### src/rtl/coefcap_pkg.sv
package coefcap_pkg;
  typedef enum logic [1:0] {
    ST_IDLE  = 2'd0,
    ST_COUNT = 2'd1,
    ST_HOLD  = 2'd2
  } cap_state_t;
endpackage

### src/rtl/coefcap_sync.sv
module coefcap_sync #(
  parameter int STAGES = 2
) (
  input  logic clk,
  input  logic rst,
  input  logic async_in,
  output logic sync_out
);
  logic [STAGES-1:0] chain;

  generate
    if (STAGES == 1) begin : g_single
      always_ff @(posedge clk) begin
        if (rst) chain <= '0;
        else     chain <= async_in;
      end
    end else begin : g_multi
      always_ff @(posedge clk) begin
        if (rst) chain <= '0;
        else     chain <= {chain[STAGES-2:0], async_in};
      end
    end
  endgenerate

  assign sync_out = chain[STAGES-1];
endmodule

### src/rtl/coefcap_qualify.sv
module coefcap_qualify
  import coefcap_pkg::*;
#(
  parameter int DATA_W       = 32,
  parameter int CAPTURE_CLKS = 3
) (
  input  logic              clk,
  input  logic              rst,
  input  logic              strobe,
  input  logic [DATA_W-1:0] data_in,
  output logic              push,
  output logic [DATA_W-1:0] push_data,
  output logic              short_pulse
);
  localparam int CNT_W = $clog2(CAPTURE_CLKS + 1);
  localparam logic [CNT_W-1:0] LAST = CNT_W'(CAPTURE_CLKS - 1);

  cap_state_t       state;
  logic [CNT_W-1:0] cnt;

  always_ff @(posedge clk) begin
    if (rst) begin
      state       <= ST_IDLE;
      cnt         <= '0;
      push        <= 1'b0;
      push_data   <= '0;
      short_pulse <= 1'b0;
    end else begin
      push        <= 1'b0;
      short_pulse <= 1'b0;
      case (state)
        ST_IDLE: begin
          if (strobe) begin
            if (CAPTURE_CLKS <= 1) begin
              push      <= 1'b1;
              push_data <= data_in;
              state     <= ST_HOLD;
            end else begin
              cnt   <= CNT_W'(1);
              state <= ST_COUNT;
            end
          end
        end
        ST_COUNT: begin
          if (!strobe) begin
            short_pulse <= 1'b1;
            cnt         <= '0;
            state       <= ST_IDLE;
          end else if (cnt == LAST) begin
            push      <= 1'b1;
            push_data <= data_in;
            cnt       <= '0;
            state     <= ST_HOLD;
          end else begin
            cnt <= cnt + CNT_W'(1);
          end
        end
        ST_HOLD: begin
          if (!strobe) state <= ST_IDLE;
        end
        default: state <= ST_IDLE;
      endcase
    end
  end
endmodule

### src/rtl/coefcap_fifo.sv
module coefcap_fifo #(
  parameter int DATA_W = 32,
  parameter int DEPTH  = 16
) (
  input  logic                       clk,
  input  logic                       rst,
  input  logic                       wr_en,
  input  logic [DATA_W-1:0]          wr_data,
  input  logic                       rd_en,
  output logic [DATA_W-1:0]          rd_data,
  output logic                       full,
  output logic                       empty,
  output logic [$clog2(DEPTH+1)-1:0] count,
  output logic                       wr_drop
);
  localparam int AW = (DEPTH > 1) ? $clog2(DEPTH) : 1;
  localparam int CW = $clog2(DEPTH + 1);
  localparam logic [CW-1:0] FULL_CNT = CW'(DEPTH);
  localparam logic [AW-1:0] LAST_PTR = AW'(DEPTH - 1);

  logic [DATA_W-1:0] mem [DEPTH];
  logic [AW-1:0]     wr_ptr, rd_ptr;
  logic [CW-1:0]     count_next;
  logic              wr_ok, rd_ok;

  assign wr_ok   = wr_en && !full;
  assign rd_ok   = rd_en && !empty;
  assign wr_drop = wr_en && full;

  function automatic logic [AW-1:0] bump(input logic [AW-1:0] p);
    return (p == LAST_PTR) ? '0 : p + AW'(1);
  endfunction

  always_comb begin
    case ({wr_ok, rd_ok})
      2'b10:   count_next = count + CW'(1);
      2'b01:   count_next = count - CW'(1);
      default: count_next = count;
    endcase
  end

  always_ff @(posedge clk) begin
    if (wr_ok) mem[wr_ptr] <= wr_data;
  end

  always_ff @(posedge clk) begin
    if (rst)        rd_data <= '0;
    else if (rd_ok) rd_data <= mem[rd_ptr];
  end

  always_ff @(posedge clk) begin
    if (rst) begin
      wr_ptr <= '0;
      rd_ptr <= '0;
      count  <= '0;
      full   <= 1'b0;
      empty  <= 1'b1;
    end else begin
      if (wr_ok) wr_ptr <= bump(wr_ptr);
      if (rd_ok) rd_ptr <= bump(rd_ptr);
      count <= count_next;
      full  <= (count_next == FULL_CNT);
      empty <= (count_next == '0);
    end
  end
endmodule

### src/rtl/coef_write_capture.sv
module coef_write_capture #(
  parameter int DATA_W       = 32,
  parameter int FIFO_DEPTH   = 16,
  parameter int CAPTURE_CLKS = 3,
  parameter int SYNC_STAGES  = 2
) (
  input  logic                            clk,
  input  logic                            rst,
  input  logic                            wr_strobe,
  input  logic [DATA_W-1:0]               wr_data,
  input  logic                            rd_en,
  output logic [DATA_W-1:0]               rd_data,
  output logic                            fifo_full,
  output logic                            fifo_empty,
  output logic [$clog2(FIFO_DEPTH+1)-1:0] fifo_count,
  output logic                            short_err,
  output logic                            ovf_err
);
  logic              strobe_s;
  logic              cap_push;
  logic [DATA_W-1:0] cap_data;
  logic              cap_short;
  logic              fifo_drop;

  coefcap_sync #(.STAGES(SYNC_STAGES)) u_sync (
    .clk      (clk),
    .rst      (rst),
    .async_in (wr_strobe),
    .sync_out (strobe_s)
  );

  coefcap_qualify #(.DATA_W(DATA_W), .CAPTURE_CLKS(CAPTURE_CLKS)) u_qual (
    .clk         (clk),
    .rst         (rst),
    .strobe      (strobe_s),
    .data_in     (wr_data),
    .push        (cap_push),
    .push_data   (cap_data),
    .short_pulse (cap_short)
  );

  coefcap_fifo #(.DATA_W(DATA_W), .DEPTH(FIFO_DEPTH)) u_fifo (
    .clk     (clk),
    .rst     (rst),
    .wr_en   (cap_push),
    .wr_data (cap_data),
    .rd_en   (rd_en),
    .rd_data (rd_data),
    .full    (fifo_full),
    .empty   (fifo_empty),
    .count   (fifo_count),
    .wr_drop (fifo_drop)
  );

  always_ff @(posedge clk) begin
    if (rst) begin
      short_err <= 1'b0;
      ovf_err   <= 1'b0;
    end else begin
      if (cap_short) short_err <= 1'b1;
      if (fifo_drop) ovf_err   <= 1'b1;
    end
  end
endmodule

### config.mk
export PLATFORM = sky130hd
export DESIGN_NAME = coef_write_capture
export DESIGN_NICKNAME = d
export VERILOG_FILES = /design/src/rtl/coefcap_pkg.sv /design/src/rtl/coefcap_sync.sv /design/src/rtl/coefcap_qualify.sv /design/src/rtl/coefcap_fifo.sv /design/src/rtl/coef_write_capture.sv
export SDC_FILE = /design/constraint.sdc
export NUM_CORES = 1
export LEC_CHECK = 0
export ABC_AREA = 1
export BUFFER_PORTS_ARGS = -buffer_cell sky130_fd_sc_hd__buf_2
export CAP_MARGIN = 10
export CORE_ASPECT_RATIO = 0.8
export CORE_MARGIN = 2
export CORE_UTILIZATION = 48
export CTS_CLUSTER_DIAMETER = 200
export DETAILED_ROUTE_END_ITERATION = 7
export GPL_TIMING_DRIVEN = 0
export PLACE_DENSITY = 0.66
export REMOVE_ABC_BUFFERS = 1
export SLEW_MARGIN = 30
export SYNTH_ARGS = -nofsm -noshare
export SYNTH_HDL_FRONTEND = slang
export SYNTH_SLANG_ARGS = --single-unit
### constraint.sdc
create_clock -name clk -period 6.5 [get_ports clk]
set_input_delay 0.65 -clock clk [delete_from_list [all_inputs] [get_ports clk]]
set_output_delay 0.65 -clock clk [all_outputs]
set_load 0.03 [all_outputs]
# Word level (Yosys, flattened, before mapping)
# Memory sizes are Yosys's and may differ from the RTL's. A register that Yosys moved wholly into a read port is not among the register bits.
# Index checks and enable logic that the tools add are counted.
# Widths: inputs -> output; s select.
# classes
addsub	5
n_reduce_logical	13
n_mux	15
eq_ne	11
bitwise	2
# ops
op	count
$mux 2	6
$pmux 5 s2	1
$add 4x1->4 const B	2
$eq 4x4->1 const B	2
$mux 4	2
$eq 2x2->1 const B	3
$pmux 2 s3	1
$reduce_and 3->1	2
$add 5x1->5 const B	1
$eq 5x5->1 const B	1
$logic_not 5->1	1
$sub 5x1->5 const B	1
$eq 2x1->1 const B	2
$mux 1	4
$ne 2x2->1 const B	2
$pmux 2 s2	1
$logic_and 1x1->1	3
$ne 3x2->1 const B	1
$reduce_or 3->1	1
$add 2x1->2 const B	1
$logic_not 1->1	2
$logic_not 2->1	1
$not 1->1	2
$reduce_and 2->1	1
2 further kinds	2
# totals
elab_cells	60
ram_bits	512
input_bits	36
mem_count	1
output_inout_bits	41
regBits	57
# memory_table
name	words	word_bits	read_ports	rd_ports_with_merged_regs	write_ports	line	rtl
u_fifo.mem	16	32	1	1	1	coefcap_fifo.sv:21	logic [DATA_W-1:0] mem [DEPTH];

# Depth between registers and ports, before layout
# depth
word_depth	5
mapped_depth	16
ltp_nobuf	16

# By module
# A second synthesis with hierarchy kept.
# hier_totals
hier_cells	1898
area_unflattened_um2	23382.4
# by_module_without_submodules
mod	instances	cells_each	seq_area_each_um2	area_per_inst_um2
coefcap_fifo	1	1649	16315.6	21643.3
coefcap_qualify	1	237	760.7	1629.1
coef_write_capture	1	6	40.0	55.1
coefcap_sync	1	6	40.0	55.1

# Worst setup path before layout
# Ideal clock, no wire load.
# synth_timing
path_type	reg2reg
from	register u_fifo.full
to	memory u_fifo.mem[11][0], enable pin
n_path_buf	1
arrival_ps	2253
setup_time_ps	421
t_required_ps	6079
stages_incl_launch_ff	7
slack_ps	3826
period_less_slack_ps	2674
cell_sequence	dfxtp_1 > inv_1 > nand2_1 > buf_4 > nor2_1 > nand2_1 > nor2_1
# synth_between
elab_chain_len	4
# synth_rtl
item	line	rtl
from (decl)	coefcap_fifo.sv:11	output logic full,
from (signal assigned)	coefcap_fifo.sv:62	full <= (count_next == FULL_CNT);
$logic_not 1->1	coefcap_fifo.sv:26	assign wr_ok = wr_en && !full;
$logic_and 1x1->1	coefcap_fifo.sv:26	
$mux 1	coefcap_fifo.sv:43	if (wr_ok) mem[wr_ptr] <= wr_data;
$mux 1 (implied by the code)	coefcap_fifo.sv:43	
to (decl)	coefcap_fifo.sv:21	
# Every way passes these cells.

==> metrics.txt <==
class of the tightest hold or removal check in2reg; share of the synthesized area in the top cell type roughly two thirds; top cells by count, synth 512 x edfxtp_1, 332 x nor2_1, 298 x o21ai_0; Die H 200 um; startpoint of the worst-slack reg-to-reg timing path u_fifo.rd_ptr[0]$_SDFFE_PP0P_; multi-input logic area 0.00531 sq mm; aggregate global routing overflow 0; dpl hpwl roughly 33000 um; mean number of vias per cell slightly below 6; area of the core region between 0.04 and 0.05 sq mm; clock tree from TritonCTS done; H-tree depth reported by CTS 2; slack of the worst reg-to-reg path between 4 and 5 ns; number of buffers added for setup after CTS 0; WL/cell around 23 um; total of fill cells in the finished design 3704; number of gates given a new drive strength after cts 0; count of mapped cells out of synthesis about 1800; iteration-0 DRC count of the detailed router 1312; master cell of the clock root buffer clkbuf_16; number of synthesized register bits 601; Cell Rows just over 70; maximum vdd drop roughly 210 uV; total power around 0.0085 W; power density relative to cell area 316 mW/mm^2; number of enable flip-flop cells after synthesis about 510; count of distinct cell types in the synthesized netlist 34; Setup WS pre-CTS about 3.8 ns; number of nets still failing antenna checks after routing 0; layout cell share with drive strength beyond 1 about an eighth; DRC viols 0; commonest register cell after synthesis edfxtp_1; Layout area overhead 16.6%; leakage 8.34 nW; clock input transition at the sequential cells of the worst setup and hold paths about 0.06 ns; effective utilization at floorplan about half; routability cong. between 0.7 and 0.8; PnR worst setup slack about 4 ns; setup clock skew after layout between 0.02 and 0.025 ns; chip width ~250 um; most area-consuming cells after synthesis edfxtp_1 67%, dfxtp_1 7.7%, o21ai_0 6.5%, nor2_1 5.4%, nand2_1 2.3%; largest net degree at the start of global routing a little under 100; number of warnings issued by yosys 0; Cell Area, Placed roughly 0.025 sq mm; total instance count after detailed placement 2450; CP Data Arrival Time approximately 2.9 ns; worst hold start wr_strobe; transition at the pin with the smallest max-transition slack ~0.70 ns; final cycle utilization of the critical path a little under two fifths; drt pass-1 iters 5; count of final setup violators 0; Diodes inserted 0; Max Fanout on Critical Path roughly 100; CTS hold repair buffers 0; max cap viols 0; Setup crit end kind flop; cell type with the highest aggregate area in the netlist edfxtp_1; WL final 57800 um; netlist area before placement 0.0231 sq mm; Layout Cells excl Fill between 2000 and 3000; initial antenna violation count 0; number of max-slew violations in the final report 0; syn_area_per_cell between 10 and 15 sq um; setup repair after global routing missed its margin false; timing-limited maximum frequency 416 MHz; element type at the critical path start flop; outcome finished clean; first-pass GRT wire length between 80000 and 90000 um; number of cells on the worst hold path 3; Endpoint, Worst Hold u_sync.chain[0]$_SDFF_PP0_; asr flop ratio synth 0%; port buffer count 76; Longest Clk Path Bufs 3; final hold violations 0; most numerous cell in the Yosys netlist edfxtp_1; part of the Yosys area used for sequential elements around 74%; later-pin clock latency in the skew report ~0.62 ns; # clock sinks 601; footprint of the flip-flops and latches 0.0172 sq mm; global router's overall resource usage approximately 23%; Worst R2R End u_fifo.rd_data[0]$_SDFFE_PP0P_; vias after detailed routing ~15000; floorplan die area between 0.04 and 0.05 sq mm; relative slew slack 53.1%; post-route cell area 0.0269 sq mm; Required @ worst endpoint about 7.0 ns; I/O pins 77; final-stage net count 1933; Worst Reg2Reg Path Length in Cells 9; post-layout utilization of the core a little under three fifths; CTS buffer count between 50 and 60; Min Clock Period, post-route 2.41 ns; crit path kind reg2reg; number of global-route vias before repair between 10000 and 15000
-- area by class of cell --
type | count | area share, %
multi-input combinational | 1070 | 19.7
sequential | 601 | 63.8
inverter | 33 | 0.549
clock buffer | 87 | 5.95
clock inverter | 21 | 0.767
tap | 620 | 2.88
timing repair buffer | 126 | 6.29
-- registers in the layout, indices dropped and copies added, names as in the netlist --
register / flops
u_fifo.mem: 512
u_fifo.rd_data: 32
u_qual.push_data: 32
u_fifo.count: 5
u_fifo.rd_ptr: 4
u_fifo.wr_ptr: 4
u_qual.cnt: 2
u_qual.state: 2
u_sync.chain: 2
ovf_err: 1
short_err: 1
u_fifo.empty: 1
u_fifo.full: 1
u_qual.push: 1
u_qual.short_pulse: 1
-- cells by family (layout without fill, tap and decap cells) --
family	Yosys count	count (layout)	synth area share, %
fa+ha+maj	8	8	0.434
flops	601	601	74.3
xor+xnor	2	2	0.0759
buf+inv	157	267	3.23
simple gates	544	544	9.33
compound gates	516	516	12.6
-- stage by stage --
stage / hold WS (ns) / TNS, ns
finish: 0.236 / 0
global route: 0.234 / 0
CTS: 0.203 / 0
detailed placement: 0.408 / 0
global placement: 0.399 / -316.97
floorplan: 0.388 / -63.32
-- cell usage in the layout, fill, tap and decap left out, drive strengths merged, types with 4 or more instances in the layout --
cell	Yosys	final
clkbuf	70	87
a21oi	74	74
dfxtp	89	89
nor2	333	333
bufinv	0	4
nand2	140	140
clkinv	1	16
o21ai	303	303
edfxtp	512	512
o221ai	48	48
buf	54	126
inv	32	34
nand3	64	64
o22ai	70	70
ha	8	8
o211ai	16	16
-- routing by layer --
layer	vias up	routed length (um)	GRT usage, %	part of all wire (%)
li1	6842	-	-	-
met1	7479	24200	31.4	42
met2	601	28100	38.8	49
met3	110	4060	3.82	7.0
met4	0	1450	6.97	2.5
met5	-	0	0	0
-- worst max-delay path by stage --
stage / start / end
6_report: u_fifo.rd_ptr[0]$_SDFFE_PP0P_ / u_fifo.rd_data[0]$_SDFFE_PP0P_
5_1_grt: u_fifo.rd_ptr[0]$_SDFFE_PP0P_ / u_fifo.rd_data[0]$_SDFFE_PP0P_
4_1_cts: u_fifo.rd_ptr[0]$_SDFFE_PP0P_ / u_fifo.rd_data[0]$_SDFFE_PP0P_
3_5_place_dp: rd_en / u_fifo.empty$_SDFF_PP1_
3_3_place_gp: u_fifo.rd_ptr[0]$_SDFFE_PP0P_ / u_fifo.rd_data[7]$_SDFFE_PP0P_
2_1_floorplan: u_fifo.rd_ptr[0]$_SDFFE_PP0P_ / u_fifo.rd_data[0]$_SDFFE_PP0P_
-- report_power, final --
group,leakage (nW),switching [W],internal (W),total [W]
Combinational,2.76,0.000693,0.000321,0.00101
Clock,0.882,0.00140,0.00186,0.00325
Sequential,4.71,0.0000699,0.00417,0.00424
Total,8.34,0.00216,0.00635,0.00851
-- critical path: stages (launching register included) --
cell and delay [ns]:
dfxtp_4 0.71, buf_16 0.30, inv_8 0.19, buf_16 0.30, o21ai_0 0.23, o22ai_1 0.10
nand2_1 0.07, nand2_1 0.05, a21oi_1 0.15, a21oi_1 0.08
No activity file was read; power rests on OpenSTA's default activity.
